## src/rtl/rmw_pkg.sv

```systemverilog
package rmw_pkg;
  typedef enum logic [2:0] {
    MOP_SHL = 3'd0,
    MOP_ROL = 3'd1,
    MOP_SHR = 3'd2,
    MOP_ROR = 3'd3,
    MOP_DEC = 3'd4,
    MOP_INC = 3'd5
  } mem_op_e;

  typedef enum logic [2:0] {
    ST_IDLE = 3'd0,
    ST_RD   = 3'd1,
    ST_WR1  = 3'd2,
    ST_WR2  = 3'd3,
    ST_FIN  = 3'd4
  } seq_st_e;

  typedef struct packed {
    logic n;
    logic v;
    logic z;
    logic c;
  } flags_t;
endpackage

```

## src/rtl/rmw_memop.sv

```systemverilog
module rmw_memop
  import rmw_pkg::*;
#(
  parameter int DW = 8
) (
  input  logic [DW-1:0] din,
  input  mem_op_e       op,
  input  logic          cin,
  output logic [DW-1:0] dout,
  output logic          cout
);
  localparam logic [DW-1:0] ONE = {{(DW-1){1'b0}}, 1'b1};

  always_comb begin
    dout = din;
    cout = cin;
    case (op)
      MOP_SHL: begin dout = {din[DW-2:0], 1'b0}; cout = din[DW-1]; end
      MOP_ROL: begin dout = {din[DW-2:0], cin};  cout = din[DW-1]; end
      MOP_SHR: begin dout = {1'b0, din[DW-1:1]}; cout = din[0];    end
      MOP_ROR: begin dout = {cin, din[DW-1:1]};  cout = din[0];    end
      MOP_DEC: dout = din - ONE;
      MOP_INC: dout = din + ONE;
      default: dout = din;
    endcase
  end
endmodule

```

## src/rtl/rmw_accstep.sv

```systemverilog
module rmw_accstep
  import rmw_pkg::*;
#(
  parameter int DW = 8
) (
  input  logic          combine,
  input  mem_op_e       op,
  input  logic [DW-1:0] mval,
  input  logic          mcarry,
  input  logic [DW-1:0] acc,
  input  logic          vin,
  output logic [DW-1:0] acc_o,
  output flags_t        fl
);
  localparam logic [DW:0] CIN_ONE = {{DW{1'b0}}, 1'b1};

  logic [DW:0] sum_w;
  logic [DW:0] dif_w;
  logic [DW:0] cmp_w;

  assign sum_w = {1'b0, acc} + {1'b0, mval}  + {{DW{1'b0}}, mcarry};
  assign dif_w = {1'b0, acc} + {1'b0, ~mval} + {{DW{1'b0}}, mcarry};
  assign cmp_w = {1'b0, acc} + {1'b0, ~mval} + CIN_ONE;

  always_comb begin
    acc_o = acc;
    fl.c  = mcarry;
    fl.v  = vin;
    fl.z  = (mval == '0);
    fl.n  = mval[DW-1];
    if (combine) begin
      case (op)
        MOP_SHL: acc_o = acc | mval;
        MOP_ROL: acc_o = acc & mval;
        MOP_SHR: acc_o = acc ^ mval;
        MOP_ROR: begin
          acc_o = sum_w[DW-1:0];
          fl.c  = sum_w[DW];
          fl.v  = (~(acc[DW-1] ^ mval[DW-1])) & (acc[DW-1] ^ sum_w[DW-1]);
        end
        MOP_DEC: acc_o = acc;
        MOP_INC: begin
          acc_o = dif_w[DW-1:0];
          fl.c  = dif_w[DW];
          fl.v  = (acc[DW-1] ^ mval[DW-1]) & (acc[DW-1] ^ dif_w[DW-1]);
        end
        default: acc_o = acc;
      endcase
      if (op == MOP_DEC) begin
        fl.c = cmp_w[DW];
        fl.z = (cmp_w[DW-1:0] == '0);
        fl.n = cmp_w[DW-1];
      end else begin
        fl.z = (acc_o == '0);
        fl.n = acc_o[DW-1];
      end
    end
  end
endmodule

```

## src/rtl/rmw_seq_ctrl.sv

```systemverilog
module rmw_seq_ctrl
  import rmw_pkg::*;
(
  input  logic    clk,
  input  logic    rst_n,
  input  logic    start,
  input  logic    op_ok,
  output logic    accept,
  output seq_st_e st
);
  seq_st_e st_nx;

  assign accept = (st == ST_IDLE) && start && op_ok;

  always_comb begin
    st_nx = st;
    case (st)
      ST_IDLE: if (accept) st_nx = ST_RD;
      ST_RD:   st_nx = ST_WR1;
      ST_WR1:  st_nx = ST_WR2;
      ST_WR2:  st_nx = ST_FIN;
      ST_FIN:  st_nx = ST_IDLE;
      default: st_nx = ST_IDLE;
    endcase
  end

  always_ff @(posedge clk) begin
    if (!rst_n) st <= ST_IDLE;
    else        st <= st_nx;
  end

  AST_READ_THEN_WRITE: assert property (@(posedge clk) disable iff (!rst_n)
    (st == ST_RD) |=> (st == ST_WR1));
  AST_BUSY_START_IGNORED: assert property (@(posedge clk) disable iff (!rst_n)
    (st != ST_IDLE && st != ST_FIN && start) |=> (st != ST_RD));
  AST_BAD_CODE_IGNORED: assert property (@(posedge clk) disable iff (!rst_n)
    (st == ST_IDLE && !op_ok) |=> (st == ST_IDLE));
endmodule

```

## src/rtl/rmw_sequencer.sv

```systemverilog
module rmw_sequencer
  import rmw_pkg::*;
#(
  parameter int DW = 8,
  parameter int AW = 16
) (
  input  logic          clk,
  input  logic          rst_n,
  input  logic          start,
  input  logic [3:0]    op_code,
  input  logic [AW-1:0] addr_in,
  input  logic          carry_in,
  input  logic          v_in,
  input  logic [DW-1:0] acc_in,
  output logic [AW-1:0] bus_addr,
  output logic          bus_rd,
  output logic          bus_wr,
  output logic [DW-1:0] bus_wdata,
  input  logic [DW-1:0] bus_rdata,
  output logic          done,
  output logic [DW-1:0] acc_out,
  output logic          flag_c,
  output logic          flag_z,
  output logic          flag_n,
  output logic          flag_v
);
  localparam logic [2:0] LAST_CODE = 3'(MOP_INC);

  seq_st_e       st;
  logic          accept;
  logic          op_ok;
  mem_op_e       op_q;
  logic          comb_q;
  logic [AW-1:0] addr_q;
  logic          cin_q;
  logic          vin_q;
  logic [DW-1:0] acc_q;
  logic [DW-1:0] data_q;
  logic [DW-1:0] mval;
  logic          mcarry;
  logic [DW-1:0] acc_nx;
  flags_t        fl_nx;
  flags_t        fl_q;
  logic [DW-1:0] acc_r;

  assign op_ok = (op_code[2:0] <= LAST_CODE);

  rmw_seq_ctrl u_ctrl (
    .clk(clk), .rst_n(rst_n), .start(start), .op_ok(op_ok),
    .accept(accept), .st(st)
  );

  rmw_memop #(.DW(DW)) u_memop (
    .din(data_q), .op(op_q), .cin(cin_q), .dout(mval), .cout(mcarry)
  );

  rmw_accstep #(.DW(DW)) u_acc (
    .combine(comb_q), .op(op_q), .mval(mval), .mcarry(mcarry),
    .acc(acc_q), .vin(vin_q), .acc_o(acc_nx), .fl(fl_nx)
  );

  always_ff @(posedge clk) begin
    if (!rst_n) begin
      op_q   <= MOP_SHL;
      comb_q <= 1'b0;
      addr_q <= '0;
      cin_q  <= 1'b0;
      vin_q  <= 1'b0;
      acc_q  <= '0;
      data_q <= '0;
      acc_r  <= '0;
      fl_q   <= '0;
    end else begin
      if (accept) begin
        op_q   <= mem_op_e'(op_code[2:0]);
        comb_q <= op_code[3];
        addr_q <= addr_in;
        cin_q  <= carry_in;
        vin_q  <= v_in;
        acc_q  <= acc_in;
      end
      if (st == ST_RD) data_q <= bus_rdata;
      if (st == ST_WR2) begin
        acc_r <= acc_nx;
        fl_q  <= fl_nx;
      end
    end
  end

  assign bus_addr  = addr_q;
  assign bus_rd    = (st == ST_RD);
  assign bus_wr    = (st == ST_WR1) || (st == ST_WR2);
  assign bus_wdata = (st == ST_WR2) ? mval : data_q;
  assign done      = (st == ST_FIN);
  assign acc_out   = acc_r;
  assign flag_c    = fl_q.c;
  assign flag_z    = fl_q.z;
  assign flag_n    = fl_q.n;
  assign flag_v    = fl_q.v;

  AST_NO_RD_WR_OVERLAP: assert property (@(posedge clk) disable iff (!rst_n)
    !(bus_rd && bus_wr));
  AST_FIRST_WRITE_ORIGINAL: assert property (@(posedge clk) disable iff (!rst_n)
    $rose(bus_wr) |-> ($past(bus_rd) && bus_wdata == $past(bus_rdata)
                       && bus_addr == $past(bus_addr)));
  AST_SECOND_WRITE_NEXT: assert property (@(posedge clk) disable iff (!rst_n)
    $rose(bus_wr) |=> (bus_wr && $stable(bus_addr)));
  AST_DONE_AFTER_WRITES: assert property (@(posedge clk) disable iff (!rst_n)
    done |-> ($past(bus_wr) && !bus_wr && !bus_rd));
  AST_RESULT_HELD: assert property (@(posedge clk) disable iff (!rst_n)
    (!done && !$past(done)) |-> $stable(acc_out));
endmodule

```

## config.mk

```make
export PLATFORM = sky130hd
export DESIGN_NAME = rmw_sequencer
export DESIGN_NICKNAME = d
export VERILOG_FILES = /design/src/rtl/rmw_pkg.sv /design/src/rtl/rmw_memop.sv /design/src/rtl/rmw_accstep.sv /design/src/rtl/rmw_seq_ctrl.sv /design/src/rtl/rmw_sequencer.sv
export SDC_FILE = /design/constraint.sdc
export NUM_CORES = 1
export LEC_CHECK = 0
export BUFFER_PORTS_ARGS = -buffer_cell sky130_fd_sc_hd__buf_2
export CORE_UTILIZATION = 29
export DETAILED_ROUTE_END_ITERATION = 6
export GPL_ROUTABILITY_DRIVEN = 0
export GPL_TIMING_DRIVEN = 0
export PLACE_DENSITY_LB_ADDON = 0.3
export SETUP_SLACK_MARGIN = 0.15
export SYNTH_ARGS = -nofsm -noshare
export SYNTH_HDL_FRONTEND = slang
export SYNTH_SLANG_ARGS = --single-unit
```

## constraint.sdc

```tcl
create_clock -name clk -period 6.3 [get_ports clk]
set_clock_uncertainty 0.15 [all_clocks]
set_input_delay 0.315 -clock clk [delete_from_list [all_inputs] [get_ports clk]]
set_output_delay 0.315 -clock clk [all_outputs]
set_load 0.005 [all_outputs]
```

==> run metrics <==
sequential share of the synthesized area 24.4%; Worst-path clk slew 0.07 ns; CTS tree built; Initial DRC Count 282; layout cell share with drive strength beyond 1 15.8%; Root Driver clkbuf_16; ANT nets after route 0; clk sinks 53; setup TNS 0 ns; CORE AREA 14600 sq um; initial antenna violation count 0; Final setup viols 0; number of synthesized flops with an enable pin 0; Max Slew Vio Count 0; pin count of the biggest net entering global routing 17; Placed Area 4970 sq um; drt wl/cell 15.9 um; Synth warnings 0; DR vias/cell 5.14; clk buf depth 2; most frequent cells in the layout nand2_1, buf_2, dfxtp_1; diode count 0; IO Pins 80; Synth top area share 24.4%; Crit Path Max Fanout 12; CP arrival 5.91 ns; Critical Path Source op_q[0]; Skew-Pair Late Insertion Delay 0.30 ns; final routed DRC violation total 0; DIE AREA 15500 sq um; Peak supply drop 156 uV; Die Ht 124 um; flop2flop setup slack 0.47 ns; Tmin final 5.83 ns; RSZ-0062 raised after global routing false; run status finished clean; final hold vios 0; Hold Crit Class primary input to flop; Yosys cell types 64; post-synth net total 664; PD cells 258 nW/um^2; Synth-to-Final Area Change 18.1%; Fin Hold WS 0.111 ns; vias 4397; hold_buf cts 0; DP Worst Slack 0.0904 ns; final period utilization 92.6%; IO Port Bufs 79; DIE WIDTH 124 um; GRT Total Usage 17.7%; Setup crit end kind flop; Syn Area/Cell 7.43 sq um; fin worst setup slack 0.469 ns; WS Path Type flop to flop; Primary FF master, synth dfxtp_1; terminus of the critical flop-to-flop path flag_z; global-route wire length before repair 22100 um; number of max-cap violations 0; Worst R2R Path Depth 20; final instance area 5130 sq um; Final nets 750; Worst Path Required 6.38 ns; initial core utilization 29.8%; grt total ovfl 0; Cell Area, Synth 4350 sq um; CP endpoint flag_z; Async S/R FF share, synth 0%; DP Wirelength 10800 um; Fmax 0.172 GHz; Leak 2.09 nW; DRT Pass-1 Iters 5; cell taking the most area after synthesis dfxtp_1; worst reg2reg path startpoint op_q[0]; CP Launch Type flop; Core Rows 44; Slew headroom 51.0%; synthesized flop and latch total 53; leading post-synthesis cells by cell area dfxtp_1, nand2_1, ha_1; Mapped Cells 585; total CTS buffers 5; number of global-route vias before repair 4245; drt total wl 13600 um; Worst Tran Pin Value 0.728 ns; H-tree levels 2; leading cell type in the layout, fill and taps excluded nand2_1
## worst min-delay path by stage
stage,startpoint,end,slack (ns),depth (start not counted)
final,addr_in[2],bus_addr[2],0.11,3
after global routing,v_in,vin_q,0.11,3
after CTS,addr_in[9],bus_addr[9],0.11,3
after detailed placement,bus_addr[14],bus_addr[14],0.31,2
after global placement,bus_addr[6],bus_addr[6],0.30,2
after floorplan,vin_q,vin_q,0.29,2
## what timing repair did
action	4_1_cts	5_1_grt
endpoints found under the hold margin	0	0
resized for setup	2	3
endpoints found under the setup margin	1	6
pin swaps	0	0
buffers inserted	0	0
## per-stage QoR
step	utilization (%)	power [W]	cells
after floorplan	-	0.000856	585
after global placement	34.1	0.00104	848
after detailed placement	34.1	0.00104	848
after CTS	35.1	0.00132	856
after global routing	35.2	0.00142	856
final	35.2	0.00132	856
## state kept, by name, indices dropped and copies added, names as in the netlist
| register | cells |
|---|---|
| bus_addr | 16 |
| acc_out | 8 |
| acc_q | 8 |
| data_q | 8 |
| op_q | 3 |
| u_ctrl.st | 3 |
| cin_q | 1 |
| comb_q | 1 |
| flag_c | 1 |
| flag_n | 1 |
| flag_v | 1 |
| flag_z | 1 |
| vin_q | 1 |
## logic make-up (layout without fill, tap and decap cells)
logic type               Yosys count  after routing  share of synthesized area, %
AND/OR/NAND/NOR                  217            217                          22.6
XOR/XNOR                          20             20                          4.03
adder cells (fa/ha/maj)           38             38                          11.6
flip-flops                        53             53                          24.4
multiplexers                      14             14                          3.54
buffers and inverters             72            159                          6.42
AO/OA/AOI/OAI                    171            171                          27.4
## critical path: stages, from the launching register on
cell and delay (ns):
dfxtp_1 0.36, clkbuf_2 0.29, nor2b_1 0.42, nand2_1 0.41, ha_1 0.46, o21ai_0 0.12
a21oi_1 0.22, nor2_1 0.09, xor2_1 0.14, o21ai_0 0.18, a21o_1 0.25, inv_1 0.13
ha_1 0.39, or2_1 0.27, a2111oi_0 0.57, a311oi_2 0.15, xnor2_1 0.22, o221ai_1 0.28
nand4_1 0.16, or3_1 0.33, a31oi_1 0.16
## synthesized netlist by cell type, types with 4 or more instances
cell / n
nand2_1: 114
dfxtp_1: 53
a21boi_0: 40
nor2_1: 37
a21oi_1: 35
ha_1: 34
inv_1: 33
clkbuf_1: 29
o21ai_0: 28
nand3_1: 14
mux2i_1: 12
xnor2_1: 12
o211ai_1: 11
nor2b_1: 10
nand2b_1: 9
a211oi_1: 8
xor2_1: 8
a31oi_1: 5
buf_1: 5
nor3_1: 5
o221ai_1: 5
and3_1: 4
fa_1: 4
nand3b_1: 4
nor4_1: 4
o21a_1: 4
## power breakdown
part / internal [W] / switching (W)
logic: 0.000251 / 0.000406
clock network: 0.000148 / 0.000124
registers: 0.000363 / 0.0000294
total: 0.000762 / 0.000559
## cell type report
| class | instances | area (sq um) |
|---|---|---|
| Inverter | 36 | 135 |
| Tap cell | 184 | 230 |
| Timing Repair Buffer | 79 | 395 |
| Buffer | 36 | 145 |
| Sequential cell | 53 | 1060 |
| Clock inverter | 2 | 13.8 |
| Fill cell | 1575 | 9460 |
| Clock buffer | 6 | 129 |
| Multi-Input combinational cell | 460 | 3020 |
## metal layers
layer / global-route usage (%) / share of wire, % / vias up
met5: 0 / 0 / -
met4: 6.59 / 2.8 / 0
met3: 2.79 / 5.2 / 25
met2: 28.4 / 45 / 140
met1: 23.7 / 47 / 2016
li1: - / - / 2216
Note: power is estimated with default switching activity, not from simulation.
